`config.mk`:
```
export PLATFORM = sky130hd
export DESIGN_NAME = stall_uart_tx
export DESIGN_NICKNAME = d
export VERILOG_FILES = /design/src/rtl/stall_uart_tx_pkg.sv /design/src/rtl/utx_bit_timer.sv /design/src/rtl/utx_framer.sv /design/src/rtl/utx_bus_port.sv /design/src/rtl/stall_uart_tx.sv
export SDC_FILE = /design/constraint.sdc
export NUM_CORES = 1
export LEC_CHECK = 0
export ABC_AREA = 1
export BUFFER_PORTS_ARGS = -buffer_cell sky130_fd_sc_hd__buf_4
export CAP_MARGIN = 20
export CELL_PAD_IN_SITES_DETAIL_PLACEMENT = 1
export CELL_PAD_IN_SITES_GLOBAL_PLACEMENT = 1
export CORE_UTILIZATION = 29
export CTS_CLUSTER_DIAMETER = 200
export DETAILED_ROUTE_END_ITERATION = 7
export PLACE_DENSITY_LB_ADDON = 0.05
export SYNTH_ARGS = -nofsm -noshare
export SYNTH_HDL_FRONTEND = slang
export SYNTH_SLANG_ARGS = --single-unit
```
`constraint.sdc`:
```
create_clock -name clk -period 1.9 [get_ports clk]
set_input_delay 0 -clock clk [delete_from_list [all_inputs] [get_ports clk]]
set_output_delay 0 -clock clk [all_outputs]
set_load 0.01 [all_outputs]
```
`src/rtl/stall_uart_tx_pkg.sv`:
```
package stall_uart_tx_pkg;

    localparam int CHAR_BITS = 8;
    localparam int CELLS_PER_CHAR = CHAR_BITS + 2;
    localparam int LEFT_W = $clog2(CELLS_PER_CHAR);

    typedef enum logic [1:0] {
        CTL_IDLE = 2'd0,
        CTL_XMIT = 2'd1,
        CTL_ACK  = 2'd2
    } ctl_state_e;

    typedef struct packed {
        ctl_state_e state;
    } ctl_regs_t;

    typedef struct packed {
        logic                   busy;
        logic                   line;
        logic [CHAR_BITS:0]     shreg;   // remaining data bits plus stop bit
        logic [LEFT_W-1:0]      left;    // cells still to follow the current one
    } frm_regs_t;

endpackage

```
`src/rtl/utx_bit_timer.sv`:
```
module utx_bit_timer #(
    parameter int CLKS_PER_BIT = 868,
    localparam int CW = (CLKS_PER_BIT > 1) ? $clog2(CLKS_PER_BIT) : 1
) (
    input  logic clk,
    input  logic rst_n,
    input  logic run,
    output logic cell_end
);

    logic [CW-1:0] cnt_d, cnt_q;

    always_comb begin
        cnt_d    = cnt_q;
        cell_end = 1'b0;
        if (!run) begin
            cnt_d = '0;
        end else if (cnt_q == CW'(CLKS_PER_BIT - 1)) begin
            cnt_d    = '0;
            cell_end = 1'b1;
        end else begin
            cnt_d = cnt_q + CW'(1);
        end
    end

    always_ff @(posedge clk) begin
        if (!rst_n) cnt_q <= '0;
        else        cnt_q <= cnt_d;
    end

endmodule

```
`src/rtl/utx_framer.sv`:
```
module utx_framer
    import stall_uart_tx_pkg::*;
(
    input  logic                 clk,
    input  logic                 rst_n,
    input  logic                 load,
    input  logic [CHAR_BITS-1:0] char_in,
    input  logic                 cell_end,
    output logic                 busy,
    output logic                 line,
    output logic                 frame_end
);

    frm_regs_t r_d, r_q;

    always_comb begin
        r_d       = r_q;
        frame_end = 1'b0;
        if (load && !r_q.busy) begin
            r_d.busy  = 1'b1;
            r_d.line  = 1'b0;                       // start cell
            r_d.shreg = {1'b1, char_in};            // stop bit above the data
            r_d.left  = LEFT_W'(CELLS_PER_CHAR - 1);
        end else if (r_q.busy && cell_end) begin
            if (r_q.left == '0) begin
                r_d.busy  = 1'b0;
                r_d.line  = 1'b1;
                frame_end = 1'b1;
            end else begin
                r_d.line  = r_q.shreg[0];
                r_d.shreg = {1'b1, r_q.shreg[CHAR_BITS:1]};
                r_d.left  = r_q.left - LEFT_W'(1);
            end
        end
    end

    always_ff @(posedge clk) begin
        if (!rst_n) begin
            r_q.busy  <= 1'b0;
            r_q.line  <= 1'b1;
            r_q.shreg <= '1;
            r_q.left  <= '0;
        end else begin
            r_q <= r_d;
        end
    end

    assign busy = r_q.busy;
    assign line = r_q.line;

endmodule

```
`src/rtl/utx_bus_port.sv`:
```
module utx_bus_port
    import stall_uart_tx_pkg::*;
#(
    parameter int          ADDR_W    = 32,
    parameter int          STRB_W    = 4,
    parameter logic [31:0] BASE_ADDR = 32'h0300_0100
) (
    input  logic              clk,
    input  logic              rst_n,
    input  logic              req_valid,
    input  logic [ADDR_W-1:0] req_addr,
    input  logic [STRB_W-1:0] req_wstrb,
    input  logic              frame_end,
    output logic              load,
    output logic              ready
);

    ctl_regs_t r_d, r_q;
    logic      hit;
    logic      is_write;

    assign hit      = req_valid && (req_addr == ADDR_W'(BASE_ADDR));
    assign is_write = |req_wstrb;

    always_comb begin
        r_d  = r_q;
        load = 1'b0;
        unique case (r_q.state)
            CTL_IDLE: begin
                if (hit && is_write) begin
                    load      = 1'b1;
                    r_d.state = CTL_XMIT;
                end else if (hit) begin
                    r_d.state = CTL_ACK;
                end
            end
            CTL_XMIT: begin
                if (frame_end) r_d.state = CTL_ACK;
            end
            CTL_ACK: begin
                r_d.state = CTL_IDLE;
            end
            default: r_d.state = CTL_IDLE;
        endcase
    end

    always_ff @(posedge clk) begin
        if (!rst_n) r_q.state <= CTL_IDLE;
        else        r_q       <= r_d;
    end

    assign ready = (r_q.state == CTL_ACK);

endmodule

```
`src/rtl/stall_uart_tx.sv`:
```
module stall_uart_tx
    import stall_uart_tx_pkg::*;
#(
    parameter int          CLKS_PER_BIT = 868,
    parameter int          ADDR_W       = 32,
    parameter int          DATA_W       = 32,
    parameter logic [31:0] BASE_ADDR    = 32'h0300_0100,
    localparam int         STRB_W       = DATA_W / 8
) (
    input  logic              clk,
    input  logic              rst_n,
    input  logic              mem_valid,
    input  logic [ADDR_W-1:0] mem_addr,
    input  logic [DATA_W-1:0] mem_wdata,
    input  logic [STRB_W-1:0] mem_wstrb,
    output logic              mem_ready,
    output logic [DATA_W-1:0] mem_rdata,
    output logic              txd
);

    logic frm_load;
    logic frm_busy;
    logic frm_end;
    logic cell_end;
    logic unused_upper;

    assign unused_upper = ^mem_wdata[DATA_W-1:CHAR_BITS];

    utx_bus_port #(
        .ADDR_W   (ADDR_W),
        .STRB_W   (STRB_W),
        .BASE_ADDR(BASE_ADDR)
    ) u_port (
        .clk      (clk),
        .rst_n    (rst_n),
        .req_valid(mem_valid),
        .req_addr (mem_addr),
        .req_wstrb(mem_wstrb),
        .frame_end(frm_end),
        .load     (frm_load),
        .ready    (mem_ready)
    );

    utx_bit_timer #(
        .CLKS_PER_BIT(CLKS_PER_BIT)
    ) u_timer (
        .clk     (clk),
        .rst_n   (rst_n),
        .run     (frm_busy),
        .cell_end(cell_end)
    );

    utx_framer u_framer (
        .clk      (clk),
        .rst_n    (rst_n),
        .load     (frm_load),
        .char_in  (mem_wdata[CHAR_BITS-1:0]),
        .cell_end (cell_end),
        .busy     (frm_busy),
        .line     (txd),
        .frame_end(frm_end)
    );

    assign mem_rdata = '0;

endmodule


```
==> summary.md, run 1 <==
| Metric | Value |
|---|---|
| I/O Pins | `105` |
| Status | `completed` |
| Starting Density | `0.306` |
| Hold path start | `mem_wdata[6]` |
| Final setup viols | `0` |
| First-pass GRT wire length | `7580 um` |
| I/O Buffers | `48` |
| Min cycle time layout | `1.70 ns` |
| Setup CP Type | `register to register` |
| Hold Path End | `u_framer.r_q[10]` |
| Initial DRC count | `60` |
| H-Tree Level Count | `1` |
| Post-Route WL | `4600 um` |
| Fin crit share | `0.897` |
| Pre-CTS setup slack | `0.216 ns` |
| R2R Path End | `u_framer.line` |
| Die Ht | `81.8 um` |
| Routed WL per cell | `11.2 um` |
| Critical R2R Launch | `u_timer.cnt_q[0]` |
| Leak pwr | `1.11 nW` |
| Die Wd | `81.8 um` |
| DRT antenna net count | `0` |
| Clock skew | `0.00627 ns` |
| Full die area | `0.00669 mm2` |
| Hold Vio Cnt, Final | `0` |
| Fin nets | `408` |
| Synthesis-to-layout area growth | `24.5%` |
| Setup TNS | `0 ns` |
| Clock latency on the worst-skew pair | `0.28 ns` |
| Reg clk slew, reported paths | `0.10 ns` |
| Met3 usage | `0.0300` |
| Cell row count | `28` |
| Cells after synthesis | `278` |
| Grt ovf | `0` |
| #FFs+latches synth | `26` |
| Most used cell, CP | `nand2_1` |
| Post-Layout Cell Count | `409` |
| # fillers | `811` |
| Fin area | `0.00230 mm2` |
| Most Crowded Layer GR | `met2` |
| GP Congestion | `0.718` |
| Crit. End Element | `register` |
| Global-route track usage on met2 | `0.279` |
| Post-synth top area cell | `dfxtp_1` |
| Largest net degree at the start of global routing | `20` |
| Worst Reg-to-Reg Cells | `10` |
| Vias per cell | `4.41` |
| Post-synth EDFFs | `0` |
| Tot GR Track Use | `0.146` |
| CP max stage delay | `0.37 ns` |
| Unrepaired setup endpoints after global routing | `false` |
| Highest clock rate | `587 MHz` |
| YS warnings | `0` |
| Yosys top cell area share | `0.282` |
| Top cells by count, synth | `47 x nand2_1, 39 x nor2_1, 33 x buf_4` |
| CP required | `2.07 ns` |
| Max-Cap Viols | `0` |
| Total number of vias | `1803` |
| CP max stage cell | `dfxtp_1` |
| CTS max path bufs | `2` |
| Initial antenna violation count | `0` |
| DRC | `0` |
| CTS tree | `yes` |
| Post-CTS Setup Repair Bufs | `0` |
| Worst Hold Path Cells | `5` |
| TritonCTS sink count | `26` |
| Most used DFF post-synth | `dfxtp_1` |
| Mapped Area | `0.00185 mm2` |
| Max VDD drop | `232 uV` |
| Syn_area_per_cell | `6.64 um2` |
| Inserted Diodes | `0` |
| Netlist cell types | `38` |
| Top cells by area, synth | `dfxtp_1 28%, buf_4 13%, nand2_1 9.6%, nand3_1 8.4%, nor2_1 7.9%` |
| Dpl cells | `403` |
| Area of the core | `0.00603 mm2` |
| Crit path DAT | `1.88 ns` |
| CP Launch Type | `register` |
| Routing usage on met1 | `0.164` |
| Cts bufs inserted | `3` |
| Overall Power | `1.16 mW` |
| R2R setup slack | `0.20 ns` |
| Pre-Repair DR Iteration Count | `4` |
| Pwr/cell area | `506 mW/mm2` |
| DPL Wire Length | `3740 um` |
| Crit-path max FO | `10` |
| Register area share after synthesis | `0.282` |
| Max Slew Vio Count | `0` |
| Ys async rst share | `0` |
| Final Worst Setup Slack | `0.195 ns` |
| Top-count cell post-synth | `nand2_1` |
| Number of global-route vias before repair | `1824` |
| Crit-path cells | `ha_1 > nand2_1 > nor3_2 > nand2_1 > nor2_1 > nand2_1 > clkinvlp_4 > nand2_2 > o211ai_1 > nand2_1` |
| Layout cells sized above 1 | `0.240` |
| Worst min-delay path category | `input port to register` |
| Clk Tree Root Cell | `clkbuf_8` |
| Placed Area | `0.00220 mm2` |
logic make-up (layout without fill, tap and decap cells):
family | Yosys count | after routing | share of synthesized area
simple gates | 159 | 159 | 0.428
buf+inv | 72 | 97 | 0.218
xor+xnor | 1 | 1 | 0.00475
compound gates | 17 | 17 | 0.0515
other cells | 1 | 32 | 0.00203
flops | 26 | 26 | 0.282
fa+ha+maj | 2 | 2 | 0.0136
cells in the final DEF (no fill, tap or decap), types with 3 or more instances in the layout:
cell	n
dfxtp_1	26
nand3_1	31
clkbuf_8	3
o21ai_0	4
buf_4	55
nor2_2	3
inv_2	3
inv_1	32
nor3_1	6
conb_1	32
or2_1	3
nor2_1	39
a21oi_1	9
nand4_1	11
nand2_1	46
critical path, delay by kind of cell (launching register included):
family,cells,cell delay (ns)
simple gates,7,0.67
fa+ha+maj,1,0.22
flops,1,0.37
compound gates,1,0.21
buf+inv,1,0.15
stage by stage:
| step | hold slack, ns | utilization |
|---|---|---|
| after floorplan | 0.140 | - |
| after global placement | 0.277 | 0.365 |
| after detailed placement | 0.287 | 0.365 |
| after CTS | 0.0269 | 0.380 |
| after global routing | 0.0526 | 0.381 |
| final | 0.0310 | 0.381 |
final cells by class:
class	count	area, um2	share of cell area
Clock inverter	1	30.0	0.0131
Sequential cell	26	520	0.226
Inverter	36	139	0.0604
Timing Repair Buffer	57	433	0.188
Multi-Input combinational cell	211	1040	0.453
Tap cell	75	93.8	0.0408
Clock buffer	3	41.3	0.0180
layer usage:
| layer | wire length (um) | vias to the layer above |
|---|---|---|
| met5 | 0 | - |
| met4 | 0 | 0 |
| met3 | 160 | 0 |
| met2 | 2360 | 43 |
| met1 | 2080 | 821 |
| li1 | - | 939 |
report_power, final:
part	total, mW	leakage, nW	switching [mW]	internal, mW
combinational	0.148	0.862	0.0720	0.0756
clock	0.470	0.0357	0.188	0.282
sequential	0.544	0.210	0.0000000000757	0.544
registers in the layout (all words and copies together), names as in the netlist:
| register | cells |
|---|---|
| u_framer.r_q | 12 |
| u_timer.cnt_q | 10 |
| u_port.r_q | 2 |
| u_framer.busy | 1 |
| u_framer.line | 1 |
how the worst max path moves through the flow:
| stage | to | startpoint | cells after the start |
|---|---|---|---|
| 2_1_floorplan | u_framer.line | u_timer.cnt_q[0] | 10 |
| 3_3_place_gp | u_framer.r_q[10] | u_timer.cnt_q[0] | 12 |
| 3_5_place_dp | u_framer.line | u_timer.cnt_q[0] | 10 |
| 4_1_cts | u_framer.r_q[3] | u_framer.r_q[0] | 13 |
| 5_1_grt | u_framer.line | u_timer.cnt_q[0] | 10 |
| 6_report | u_framer.line | u_timer.cnt_q[0] | 10 |
repair_timing:
| item | CTS | global route |
|---|---|---|
| hold buffers | 2 | 0 |
| endpoints found under the hold margin | 2 | 0 |
| gates resized for setup | 0 | 2 |
| setup endpoints to repair | 0 | 2 |
Power figures use the tool's default switching activity.
==> inputs of run 2 (changes only) <==
Settings changed: BUFFER_PORTS_ARGS -buffer_cell sky130_fd_sc_hd__buf_4 to default, CORE_UTILIZATION 29 to 41, DONT_BUFFER_PORTS from default to 1.
==> run 2 against run 1 <==
  * Combinational power down 44%
  * Non-clock buffer count down 43
  * Register-to-register slack better by 0.03 ns
  * Core utilization up 6.2 points
  * Global-route usage up 3.5 points
  * Cell count down 16%
  * Hold slack better by 0.033 ns
  * Total power down 19%
  * Design area down 16%
  * Largest power group unchanged
==> summary.md, run 2 (same netlist as run 1, synthesis figures left out) <==
| Metric | Value |
|---|---|
| Largest net degree at the start of global routing | `20` |
| Initial antenna violation count | `0` |
| Min cycle time layout | `1.68 ns` |
| Status | `completed` |
| Post-Route WL | `4060 um` |
| Max-Cap Viols | `0` |
| Setup CP Type | `register to register` |
| Switching Share | `0.247` |
| Comb pwr share | `0.088` |
| Crit. End Element | `register` |
| CTS tree | `yes` |
| DRC | `0` |
| Synthesis-to-layout area growth | `4.61%` |
| Inserted Diodes | `0` |
| Clock skew | `0.00617 ns` |
| Max Slew Vio Count | `0` |
| Setup TNS | `0 ns` |
| Final setup viols | `0` |
| CP Launch Type | `register` |
| Crit-path max FO | `10` |
| Placed Area | `0.00180 mm2` |
| Starting Density | `0.424` |
| Number of global-route vias before repair | `1629` |
| Fin crit share | `0.882` |
| Reg clk slew, reported paths | `0.09 ns` |
| Layout cells sized above 1 | `0.0966` |
| I/O Buffers | `0` |
| # fillers | `608` |
| Unrepaired setup endpoints after global routing | `false` |
| Fin nets | `365` |
| Most frequent cells in the layout | `47 x nand2_1, 38 x nor2_1, 32 x inv_1, 32 x conb_1, 31 x nand3_1` |
| Die Ht | `69.1 um` |
| Worst Hold Path Cells | `4` |
| TritonCTS sink count | `26` |
| Vias per cell | `4.84` |
| Worst Reg-to-Reg Cells | `10` |
| H-Tree Level Count | `1` |
| DPL Wire Length | `3160 um` |
| Internal | `0.714 mW` |
| I/O Pins | `105` |
| Cell row count | `24` |
| Crit path DAT | `1.83 ns` |
| Biggest register | `u_framer.r_q` |
| Routed WL per cell | `11.9 um` |
| Grt ovf | `0` |
| Initial DRC count | `37` |
| Top Registers | `u_framer.r_q: 12 flops, u_timer.cnt_q: 10 flops, u_port.r_q: 2 flops` |
| Largest register FFs | `12` |
| Total number of vias | `1655` |
| Die Wd | `69.1 um` |
| Hold Vio Cnt, Final | `0` |
| Pwr/cell area | `491 mW/mm2` |
| Worst slew pin tran | `0.510 ns` |
| Clk Tree Root Cell | `clkbuf_8` |
| Clock latency on the worst-skew pair | `0.27 ns` |
| Highest clock rate | `596 MHz` |
| Tot GR Track Use | `0.180` |
| Slew margin rel. | `0.659` |
| Seq pwr share | `0.575` |
| Pre-Repair DR Iteration Count | `4` |
| GP Congestion | `0.776` |
| Commonest non-fill, non-tap cell in the layout | `nand2_1` |
| Clock power share | `0.337` |
| Cts bufs inserted | `3` |
| P_sw | `0.234 mW` |
| Area of the core | `0.00435 mm2` |
| Worst min-delay path category | `input port to register` |
| DRT antenna net count | `0` |
| First-pass GRT wire length | `7160 um` |
| Leak pwr | `0.885 nW` |
| Fin area | `0.00193 mm2` |
| Max VDD drop | `331 uV` |
| CP required | `2.06 ns` |
| Full die area | `0.00477 mm2` |
| CTS max path bufs | `2` |
run 2: changes by cell type in the layout (fill, tap and decap cells not counted):
cell           change
bufinv_16          -1
nor2_1             -1
dlygate4sd3_1      +7
buf_4             -50
nor2_2             +1
clkinv_1           +1
clkinvlp_4         -1
nand2_1            +1
nand2_2            -1
run 2: worst max-delay path: stages (launching register included):
cell and delay [ns]:
dfxtp_1 0.36, ha_1 0.22, nand2_1 0.09, nor3_2 0.10, nand2_1 0.07, nor2_1 0.09, nand2_1 0.10, clkinv_1 0.11
nand2_2 0.16, o211ai_1 0.20, nand2_1 0.06
run 2: final cells by class:
type,instances,area (um2),area share
inverters,36,135,0.0700
clock buffers,3,41.3,0.0214
repair buffers,14,128,0.0661
flip-flops and latches,26,520,0.270
well taps,52,65.1,0.0337
multi-input cells,211,1040,0.539
run 2: metal layers:
| layer | vias up | part of all wire | GRT usage | routed length (um) |
|---|---|---|---|---|
| met1 | 767 | 0.46 | 0.225 | 1860 |
| met3 | 4 | 0.031 | 0.0292 | 126 |
| met5 | - | 0 | 0 | 0 |
| li1 | 850 | - | - | - |
| met2 | 34 | 0.50 | 0.324 | 2050 |
| met4 | 0 | 0.0066 | 0.0408 | 27 |
run 2: final timing paths:
kind                                        from               end  slack (ns)
worst min register to register  u_timer.cnt_q[0]  u_timer.cnt_q[0]        0.46
worst min-delay path                mem_wstrb[2]  u_framer.r_q[11]        0.06
worst max register to register  u_timer.cnt_q[0]     u_framer.line        0.22
worst max-delay path            u_timer.cnt_q[0]     u_framer.line        0.22
run 2: metrics by stage:
stage | power (mW) | worst slack (ns) | hold WS [ns] | instances | util
2_1_floorplan | 0.666 | 0.351 | 0.140 | 309 | -
3_3_place_gp | 0.619 | 0.225 | 0.0781 | 330 | 0.413
3_5_place_dp | 0.621 | 0.185 | 0.0793 | 330 | 0.413
5_1_grt | 0.986 | 0.0442 | 0.134 | 342 | 0.443
6_report | 0.947 | 0.223 | 0.0642 | 342 | 0.443
4_1_cts | 0.961 | 0.165 | 0.0688 | 342 | 0.443
run 2: power by group through the flow:
stage / clock [mW] / sequential, mW / combinational [mW]
after floorplan: 0 / 0.557 / 0.109
after global placement: 0 / 0.557 / 0.0621
after detailed placement: 0 / 0.557 / 0.0635
after CTS: 0.334 / 0.544 / 0.0822
after global routing: 0.348 / 0.545 / 0.0936
final: 0.320 / 0.544 / 0.0833
run 2: timing repair:
| action | in CTS | in global routing |
|---|---|---|
| endpoints found under the hold margin | 14 | 0 |
| setup endpoints to repair | 0 | 1 |
| setup buffers | 0 | 0 |
| gates resized for setup | 0 | 1 |
| hold buffers | 9 | 0 |
